$ cat src/rtl/irq_agg_pkg.sv
package irq_agg_pkg;

    localparam int VEC_W = 16;
    localparam int MASK_W = 4;
    localparam logic [MASK_W-1:0] IMASK_CLOSED = 4'hF;

    typedef enum logic [1:0] {
        STEP_HOLD = 2'd0,
        STEP_UP   = 2'd1,
        STEP_DOWN = 2'd2
    } en_step_t;

    typedef struct packed {
        logic             valid;
        logic [VEC_W-1:0] vec;
    } vec_resp_t;

    function automatic en_step_t decode_step(input logic inc, input logic dec);
        if (inc && !dec) return STEP_UP;
        if (dec && !inc) return STEP_DOWN;
        return STEP_HOLD;
    endfunction

    function automatic logic [6:0] ones64(input logic [63:0] v);
        logic [6:0] acc;
        acc = '0;
        for (int i = 0; i < 64; i++) acc = acc + {6'd0, v[i]};
        return acc;
    endfunction

endpackage

$ cat src/rtl/irq_src_slot.sv
module irq_src_slot
    import irq_agg_pkg::*;
#(
    parameter int CNT_W = 2,
    parameter logic [CNT_W-1:0] EN_MAX = 1,
    parameter bit RESERVED = 1'b0
) (
    input  logic             clk,
    input  logic             rst,
    input  logic             level,
    input  logic             inc,
    input  logic             dec,
    output logic             asserted,
    output logic             pending,
    output logic [CNT_W-1:0] en_cnt
);
    en_step_t step;
    assign step = decode_step(inc, dec);

    always_ff @(posedge clk) begin
        if (rst) begin
            asserted <= 1'b0;
            en_cnt   <= '0;
        end else begin
            if (level && !asserted)      asserted <= 1'b1;
            else if (!level && asserted) asserted <= 1'b0;
            unique case (step)
                STEP_UP:   if (en_cnt != EN_MAX) en_cnt <= en_cnt + 1'b1;
                STEP_DOWN: if (en_cnt != '0)     en_cnt <= en_cnt - 1'b1;
                default:   en_cnt <= en_cnt;
            endcase
        end
    end

    generate
        if (RESERVED) begin : g_reserved
            assign pending = 1'b0;
        end else begin : g_live
            assign pending = asserted && (en_cnt == EN_MAX);
        end
    endgenerate
endmodule

$ cat src/rtl/irq_pend_count.sv
module irq_pend_count
    import irq_agg_pkg::*;
#(
    parameter int N = 8,
    localparam int CW = $clog2(N + 1)
) (
    input  logic          clk,
    input  logic          rst,
    input  logic [N-1:0]  pending,
    output logic [CW-1:0] count,
    output logic [N-1:0]  pend_seen,
    output logic          irq
);
    logic [N-1:0]  rises, falls;
    logic [CW-1:0] count_next;

    assign rises = pending & ~pend_seen;
    assign falls = ~pending & pend_seen;
    assign count_next = count + CW'(ones64(64'(rises))) - CW'(ones64(64'(falls)));

    always_ff @(posedge clk) begin
        if (rst) begin
            count     <= '0;
            pend_seen <= '0;
            irq       <= 1'b0;
        end else begin
            count     <= count_next;
            pend_seen <= pending;
            irq       <= (count_next != '0);
        end
    end
endmodule

$ cat src/rtl/irq_vec_pick.sv
module irq_vec_pick
    import irq_agg_pkg::*;
#(
    parameter int N = 8,
    parameter logic [N*VEC_W-1:0] VEC_ALL = '0
) (
    input  logic              clk,
    input  logic              rst,
    input  logic              query,
    input  logic [MASK_W-1:0] imask,
    input  logic [N-1:0]      pending,
    output vec_resp_t         resp
);
    vec_resp_t pick;

    always_comb begin
        pick = '0;
        for (int i = N - 1; i >= 0; i--) begin
            if (pending[i]) begin
                pick.valid = 1'b1;
                pick.vec   = VEC_ALL[i*VEC_W +: VEC_W];
            end
        end
        if (imask == IMASK_CLOSED) pick = '0;
    end

    always_ff @(posedge clk) begin
        if (rst)        resp <= '0;
        else if (query) resp <= pick;
        else            resp <= '0;
    end
endmodule

$ cat src/rtl/irq_aggregator.sv
module irq_aggregator
    import irq_agg_pkg::*;
#(
    parameter int N = 8,
    parameter int CNT_W = 2,
    parameter logic [N*CNT_W-1:0] EN_MAX_ALL = 16'h59E5,
    parameter logic [N*16-1:0] VEC_ALL =
        128'h04E0_04C0_04A0_0480_0460_0440_0420_0400,
    localparam int CW = $clog2(N + 1)
) (
    input  logic         clk,
    input  logic         rst,
    input  logic [N-1:0] src_level,
    input  logic [N-1:0] en_inc,
    input  logic [N-1:0] en_dec,
    input  logic         query,
    input  logic [3:0]   imask,
    output logic         cpu_irq,
    output logic [15:0]  vec_out,
    output logic         vec_valid
);
    logic [N-1:0]       src_asserted;
    logic [N-1:0]       src_pending;
    logic [N*CNT_W-1:0] en_cnt_all;
    logic [CW-1:0]      pend_count;
    logic [N-1:0]       pend_seen;
    vec_resp_t          resp;

    for (genvar g = 0; g < N; g++) begin : g_src
        irq_src_slot #(
            .CNT_W   (CNT_W),
            .EN_MAX  (EN_MAX_ALL[g*CNT_W +: CNT_W]),
            .RESERVED(g == 0)
        ) slot_i (
            .clk     (clk),
            .rst     (rst),
            .level   (src_level[g]),
            .inc     (en_inc[g]),
            .dec     (en_dec[g]),
            .asserted(src_asserted[g]),
            .pending (src_pending[g]),
            .en_cnt  (en_cnt_all[g*CNT_W +: CNT_W])
        );
    end

    irq_pend_count #(.N(N)) count_i (
        .clk      (clk),
        .rst      (rst),
        .pending  (src_pending),
        .count    (pend_count),
        .pend_seen(pend_seen),
        .irq      (cpu_irq)
    );

    irq_vec_pick #(.N(N), .VEC_ALL(VEC_ALL)) pick_i (
        .clk    (clk),
        .rst    (rst),
        .query  (query),
        .imask  (imask),
        .pending(src_pending),
        .resp   (resp)
    );

    assign vec_out   = resp.vec;
    assign vec_valid = resp.valid;
endmodule

$ cat config.mk
export PLATFORM = sky130hd
export DESIGN_NAME = irq_aggregator
export DESIGN_NICKNAME = d
export VERILOG_FILES = /design/src/rtl/irq_agg_pkg.sv /design/src/rtl/irq_src_slot.sv /design/src/rtl/irq_pend_count.sv /design/src/rtl/irq_vec_pick.sv /design/src/rtl/irq_aggregator.sv
export SDC_FILE = /design/constraint.sdc
export NUM_CORES = 1
export LEC_CHECK = 0
export ABC_AREA = 1
export BUFFER_PORTS_ARGS = -buffer_cell sky130_fd_sc_hd__buf_2
export CORE_MARGIN = 3
export CORE_UTILIZATION = 50
export CTS_CLUSTER_DIAMETER = 200
export DETAILED_ROUTE_END_ITERATION = 10
export PLACE_DENSITY = 0.74
export SLEW_MARGIN = 30
export SYNTH_ARGS = -nofsm -noshare
export SYNTH_HDL_FRONTEND = slang
export SYNTH_SLANG_ARGS = --single-unit
$ cat constraint.sdc
create_clock -name clk -period 5.5 [get_ports clk]
set_clock_uncertainty 0.15 [all_clocks]
set_input_delay 1.1 -clock clk [delete_from_list [all_inputs] [get_ports clk]]
set_output_delay 1.1 -clock clk [all_outputs]
set_load 0.02 [all_outputs]
==> run metrics, run 1 <==
H-tree levels 2; register area 740.7 um2; pre-CTS WS between 1 and 1.5 ns; total gr overflow 0; R2R Setup Slk 1.02 ns; HP Class reg -> reg; Reg2Reg Depth 17; Synth Instances 302; Slew Viols, Final 0; clock tree from TritonCTS yes; register area share after synthesis 0.3052; Slew HR 0.5635; slowest stage delay, CP 0.53 ns; Post-Synth XOR/XNOR Area 0.02887; final-layout fill cell count 422; die area 5727 um2; Max Cap Violations 0; CP endpoint count_i.irq$_SDFF_PP0_; hold buffer count at CTS 0; Critical Path Start Type flip-flop; post-cts resize count 0; ANT nets after route 0; crit end category flip-flop; final setup TNS 0 ns; r2r endpoint count_i.irq$_SDFF_PP0_; Avg WL per Cell 9.764 um; Die Wd 75.68 um; final hold viol count 0; reg-to-reg critical path startpoint g_src[6].slot_i.en_cnt[1]$_SDFFE_PP0P_; vias in the first global route 1744; Synth Cell Area 2427 um2; RSZ-0062 raised after global routing no; Die Y 75.68 um; pin count of the biggest net entering global routing 25; Nets 412; final worst slack 1.019 ns; dpl hpwl 3.166 mm; Main synth FF type dfxtp_1; leakage power 1.366 nW; CP Data Required Time 5.52 ns; met2 Resource Use GR 0.2713; Async S/R FF share, synth 0; CORE AREA ~4500 um2; first-pass GRT wire length 7.065 mm; Post-CTS Setup Bufs 0; Initial DRC Count 64; IO buf count 33; mux contribution to synthesized area 0; post-route clock period utilization 0.8147; post-synthesis compound-gate area fraction 0.09536; Reg clk slew, reported paths 0.07 ns; Critical Path AT 4.50 ns; busiest grt layer met2; kind of critical path reg -> reg; status finished clean; total power 0.0008918 W; ant diodes 0; Tightest Pin Transition around 0.65 ns; gr usage total 0.1587; post-synthesis simple-gate area fraction 0.1603; combinational family with the most area after synthesis adder cells; TritonCTS Buffers 5; Worst-Skew Late Latency 0.28 ns; I/O pin count 49; Core Rows 24; Synth Area in Adders 0.2608; CP max-delay cell fa_1; GR Layer Usage met1 0.1954; clock buffer depth 2; CTS Sinks 37; Worst Path Max Fanout 5; hold path depth 2; total number of vias roughly 1.8k; initial antenna violation count 0; Post-synth EDFFs 0; Initial Util 0.5389; worst path cell trace inv_1, ha_1, nand2_1, or2_2, fa_1, fa_1, inv_1, fa_1, inv_1, fa_1, inv_1, ha_1, fa_1, inv_1, nor2_1, nor3_1, nand2_1; Pwr Density 334.5 nW/um2; Fmax about 0.22 GHz; synth warn 0; peak supply drop 0.1484 mV; layout cell share with drive strength beyond 1 0.1509; syn avg cell area 8.038 um2; Area Overhead vs Synth 9.845%; Netlist cell types 27; GR met3 Demand/Resource 0.03958; drt total wl 3.808 mm; flops & latches, synth 37; Remaining DRCs 0; Pre-antenna DRT Iters 4; area of the multi-input gates 1369 um2; Tmin final 4.481 ns; placer's final routability congestion estimate 0.7935; vias per cell 4.679; root buf cell clkbuf_8; Worst Setup SP g_src[6].slot_i.en_cnt[1]$_SDFFE_PP0P_; final-report setup violation count 0
[routing by layer]
metal,wire (um),part of all wire
met5,0,0
met4,53,0.014
met3,156,0.041
met2,1796,0.47
met1,1801,0.47
[layout by cell type (no fill, tap or decap)]
cell type | synthesis | final
or2_2 | 1 | 1
conb_1 | 1 | 12
o21ai_0 | 17 | 17
nand4_1 | 3 | 3
nand3_1 | 10 | 10
buf_2 | 2 | 33
clkinv_2 | 0 | 2
nand3b_1 | 2 | 2
xnor2_1 | 2 | 2
nor2_1 | 22 | 22
nand3_2 | 1 | 1
nor2_2 | 4 | 4
xor2_1 | 6 | 6
o211ai_1 | 1 | 1
o21a_1 | 1 | 1
a21oi_1 | 25 | 25
nor3b_1 | 1 | 1
inv_2 | 3 | 3
nand2_1 | 38 | 38
inv_1 | 62 | 62
nor3_1 | 1 | 1
ha_1 | 33 | 33
clkbuf_8 | 0 | 5
nor3_2 | 2 | 2
dfxtp_1 | 37 | 37
or2_1 | 1 | 1
a31oi_1 | 1 | 1
fa_1 | 11 | 11
clkbuf_1 | 0 | 1
[synth_stat cells (3+ instances only)]
| cell | number | share of area |
|---|---|---|
| inv_2 | 3 | 0.0046 |
| nor2_2 | 4 | 0.010 |
| nand3_1 | 10 | 0.021 |
| nor2_1 | 22 | 0.034 |
| buf_4 | 14 | 0.043 |
| nand2_1 | 38 | 0.059 |
| a21oi_1 | 25 | 0.052 |
| ha_1 | 33 | 0.17 |
| o21ai_0 | 17 | 0.035 |
| dfxtp_1 | 37 | 0.31 |
| xor2_1 | 6 | 0.022 |
| inv_1 | 62 | 0.096 |
| fa_1 | 11 | 0.091 |
| nand4_1 | 3 | 0.0077 |
[kinds of logic after synthesis]
kind of cell,count (synthesis)
other,1
buffers and inverters,81
adders and majority gates,44
and+or+nand+nor,86
DFF,37
xor gates and xnor gates,8
AOI/OAI and AO/OA,45
[through the flow]
step           hold WS, ns  utilization  cells  cell area (um2)
2_1_floorplan       0.2971            -    313             2469
3_3_place_gp        0.3134       0.5736    382             2584
3_5_place_dp        0.3227       0.5736    382             2584
4_1_cts             0.3351       0.5919    390             2666
5_1_grt             0.3510       0.5919    390             2666
6_report            0.3316       0.5919    390             2666
[worst min-delay path by stage]
stage / to / from
final: g_src[6].slot_i.asserted$_SDFFE_PP0P_ / g_src[6].slot_i.asserted$_SDFFE_PP0P_
after CTS: g_src[6].slot_i.asserted$_SDFFE_PP0P_ / g_src[6].slot_i.asserted$_SDFFE_PP0P_
after global routing: g_src[1].slot_i.asserted$_SDFFE_PP0P_ / g_src[1].slot_i.asserted$_SDFFE_PP0P_
after floorplan: g_src[4].slot_i.asserted$_SDFFE_PP0P_ / g_src[4].slot_i.asserted$_SDFFE_PP0P_
after global placement: g_src[4].slot_i.asserted$_SDFFE_PP0P_ / g_src[4].slot_i.asserted$_SDFFE_PP0P_
after detailed placement: g_src[6].slot_i.asserted$_SDFFE_PP0P_ / g_src[6].slot_i.asserted$_SDFFE_PP0P_
[cell type report]
class / instances / area share
Multi-Input combinational cell: 195 / 0.5134
Sequential cell: 37 / 0.2778
Inverter: 65 / 0.09151
Timing Repair Buffer: 33 / 0.06194
Clock buffer: 6 / 0.02722
Tap cell: 52 / 0.02440
Clock inverter: 2 / 0.003754
[report_power, final]
part           total, W  internal (W)  switching [W]
Combinational  0.000384      0.000156       0.000228
Clock          0.000176     0.0000876      0.0000881
Sequential     0.000332      0.000313      0.0000190
[worst max-delay path, delay by kind of cell (launching register included)]
| family | cells | cell delay, ns |
|---|---|---|
| buffers and inverters | 5 | 0.30 |
| adders and majority gates | 7 | 2.85 |
| DFF | 1 | 0.30 |
| and+or+nand+nor | 5 | 0.76 |
[state kept, by name, summed over array words and instances, names as in the netlist]
signal	flops
count_i.count	4
count_i.irq	1
count_i.pend_seen	7
g_src.slot_i.asserted	7
g_src.slot_i.en_cnt	14
pick_i.resp	4
(Power assumes the default switching activity.)
==> run 2, diff against run 1 <==
==> constraint.sdc (replaced) <==
create_clock -name clk -period 4.15 [get_ports clk]
set_clock_uncertainty 0.15 [all_clocks]
set_input_delay 0.83 -clock clk [delete_from_list [all_inputs] [get_ports clk]]
set_output_delay 0.83 -clock clk [all_outputs]
set_load 0.02 [all_outputs]
==> run metrics, run 2 (same netlist as run 1, synthesis figures left out) <==
leakage power 1.473 nW (+7.8%); clock buffer depth 2 (unchanged); first-pass GRT wire length 7.003 mm (-0.88%); CTS Sinks 37 (unchanged); vias in the first global route 1751 (+0.40%); Reg clk slew, reported paths 0.07 ns (about the same); CORE AREA 4504 um2 (unchanged); HP Class reg -> reg; worst path bufs/invs 4 (-1); Initial DRC Count 77 (+20%); Area Overhead vs Synth 19.43%; CP Data Required Time 4.19 ns (-1.33 ns); CP max-delay cell fa_1; drt total wl 4.081 mm (+7.2%); Logic pwr share 0.448 (+0.017); dpl hpwl 3.245 mm (+2.5%); Fmax 0.2405 GHz (+7.8%); Critical Path Start Type flip-flop; Pre-antenna DRT Iters 4 (unchanged); RSZ-0062 raised after global routing yes; Reg2Reg Depth 16 (-1); I/O pin count 49 (unchanged); post-route clock period utilization 1.002 (+0.1872); H-tree levels 2 (unchanged); Avg WL per Cell 10.03 um (+2.7%); initial antenna violation count 0 (unchanged); Remaining DRCs 0 (unchanged); kind of critical path reg -> reg; clock tree from TritonCTS yes; status finished, violations left; final-layout fill cell count 383 (-9.2%); Hold WS 0.3421 ns (+0.01051 ns); commonest non-fill, non-tap cell in the layout inv_1; final worst slack -0.007803 ns (-1.027 ns); Tightest Pin Transition 0.6832 ns (+0.02922 ns); final setup TNS -0.007803 ns (-0.007803 ns); Initial Util 0.5389 (unchanged); gr usage total 0.1575 (-0.001228); Die Wd 75.68 um (unchanged); Tmin final 4.158 ns (-0.3231 ns); Slew HR 0.5440 (-0.01950); die area 5727 um2 (unchanged); vias per cell 4.646 (-0.71%); Max Cap Violations 0 (unchanged); crit end category flip-flop; pin count of the biggest net entering global routing 25 (unchanged); placer's final routability congestion estimate 0.7972 (+0.47%); area of placed instances 2696 um2 (+4.4%); part of the power in registers 0.319 (-0.053); final hold viol count 0 (unchanged); Largest register FFs 14 (unchanged); R2R Setup Slk -0.008 ns (-1.03 ns); Hold Path Sink g_src[7].slot_i.asserted$_SDFFE_PP0P_; Die Y 75.68 um (unchanged); reg-to-reg critical path startpoint g_src[6].slot_i.en_cnt[1]$_SDFFE_PP0P_; pre-CTS WS -0.1246 ns (-1.193 ns); HP Start g_src[7].slot_i.asserted$_SDFFE_PP0P_; hold path depth 2 (unchanged); slowest stage delay, CP 0.52 ns (about the same); TritonCTS Buffers 5 (unchanged); total gr overflow 0 (unchanged); Worst-Skew Late Latency 0.29 ns (about the same); ANT nets after route 0 (unchanged); peak supply drop 0.2591 mV (+75%); layout cell share with drive strength beyond 1 0.2479 (+0.09700); final-report setup violation count 1 (+1); leading cell types in the layout, fill and taps excluded inv_1, dfxtp_1, nand2_1, buf_2, ha_1; r2r endpoint count_i.irq$_SDFF_PP0_; Sw Pwr 0.0004982 W (+49%); Reg with most FFs g_src.slot_i.en_cnt; IO buf count 33 (unchanged); Critical Path AT 4.19 ns (-0.31 ns); Slew Viols, Final 0 (unchanged); Nets 429 (+4.1%); Net Sw Frac 0.3597 (-0.01600); hold buffer count at CTS 0 (unchanged); cell mode on critical path fa_1; Core Rows 24 (unchanged); root buf cell clkbuf_8; ant diodes 0 (unchanged); Worst Path Max Fanout 3 (-2); Clk pwr share 0.232 (+0.035); CP delay by family, top adder cells; Design Area, Final 2899 um2 (+8.7%); total number of vias 1891 (+3.6%); Pwr Density 477.8 nW/um2 (+43%); violated checks setup timing; largest registers g_src.slot_i.en_cnt x14, count_i.pend_seen x7, g_src.slot_i.asserted x7; Pint 0.0008870 W (+59%); worst path cell trace inv_2, ha_4, nand2_4, or2_4, fa_1, fa_1, inv_1, fa_1, inv_2, fa_1, inv_1, ha_2, fa_2, o21a_1, nor3_2, nand2_1
==> run 2: per-layer routing <==
| metal | routed length (um) | global-route usage | part of all wire | vias to the layer above |
|---|---|---|---|---|
| met5 | 0 | 0 | 0 | - |
| met4 | 44 | 0.04660 | 0.011 | 0 |
| met3 | 165 | 0.04090 | 0.040 | 4 |
| met2 | 1991 | 0.2713 | 0.49 | 41 |
| met1 | 1879 | 0.1933 | 0.46 | 827 |
| li1 | - | - | - | 1019 |
==> run 2: area by class of cell <==
type	instances	area, um2	share of cell area
Sequential cell	37	743.2	0.2564
Inverter	65	244.0	0.08416
Multi-Input combinational cell	195	1430	0.4933
Clock buffer	6	82.58	0.02849
Clock inverter	2	37.54	0.01295
Timing Repair Buffer	50	296.5	0.1023
Tap cell	52	65.06	0.02244
==> run 2: power by group through the flow <==
stage	Clock [W]	Combinational (W)	Sequential (W)
floorplan	0	0.000412	0.000452
global placement	0	0.000528	0.000446
detailed placement	0	0.000551	0.000447
CTS	0.000333	0.000578	0.000441
global route	0.000340	0.000729	0.000449
finish	0.000322	0.000621	0.000442
==> run 2: worst max-delay path by stage <==
stage | end | cells past startpoint | startpoint | slack (ns)
6_report | count_i.irq$_SDFF_PP0_ | 16 | g_src[6].slot_i.en_cnt[1]$_SDFFE_PP0P_ | -0.008
4_1_cts | count_i.count[1]$_SDFF_PP0_ | 18 | g_src[4].slot_i.en_cnt[1]$_SDFFE_PP0P_ | 0.003
3_5_place_dp | count_i.irq$_SDFF_PP0_ | 17 | g_src[6].slot_i.en_cnt[1]$_SDFFE_PP0P_ | -0.12
2_1_floorplan | count_i.irq$_SDFF_PP0_ | 17 | g_src[6].slot_i.en_cnt[1]$_SDFFE_PP0P_ | 0.02
3_3_place_gp | count_i.irq$_SDFF_PP0_ | 17 | g_src[6].slot_i.en_cnt[1]$_SDFFE_PP0P_ | -0.11
5_1_grt | count_i.irq$_SDFF_PP0_ | 17 | g_src[6].slot_i.en_cnt[1]$_SDFFE_PP0P_ | -0.16
==> run 2: metrics by stage <==
step / total power [W] / util / cells
after floorplan: 0.0008643 / - / 313
after global placement: 0.0009736 / 0.5986 / 396
after detailed placement: 0.0009981 / 0.5986 / 396
after CTS: 0.001352 / 0.6353 / 406
after global routing: 0.001518 / 0.6436 / 407
final: 0.001385 / 0.6436 / 407
==> run 2: repair_timing <==
| item | in CTS | in global routing |
|---|---|---|
| buffers inserted | 2 | 1 |
| endpoints found under the setup margin | 2 | 3 |
| pin swaps | 4 | 7 |
| gates resized for setup | 10 | 12 |
| endpoints found under the hold margin | 0 | 0 |
==> run 2: worst min-delay path: cells and delay by family (launching register included) <==
kind                   cells  cell delay, ns
flip-flops                 1            0.32
buffers and inverters      1            0.07
AO/OA/AOI/OAI              1            0.06
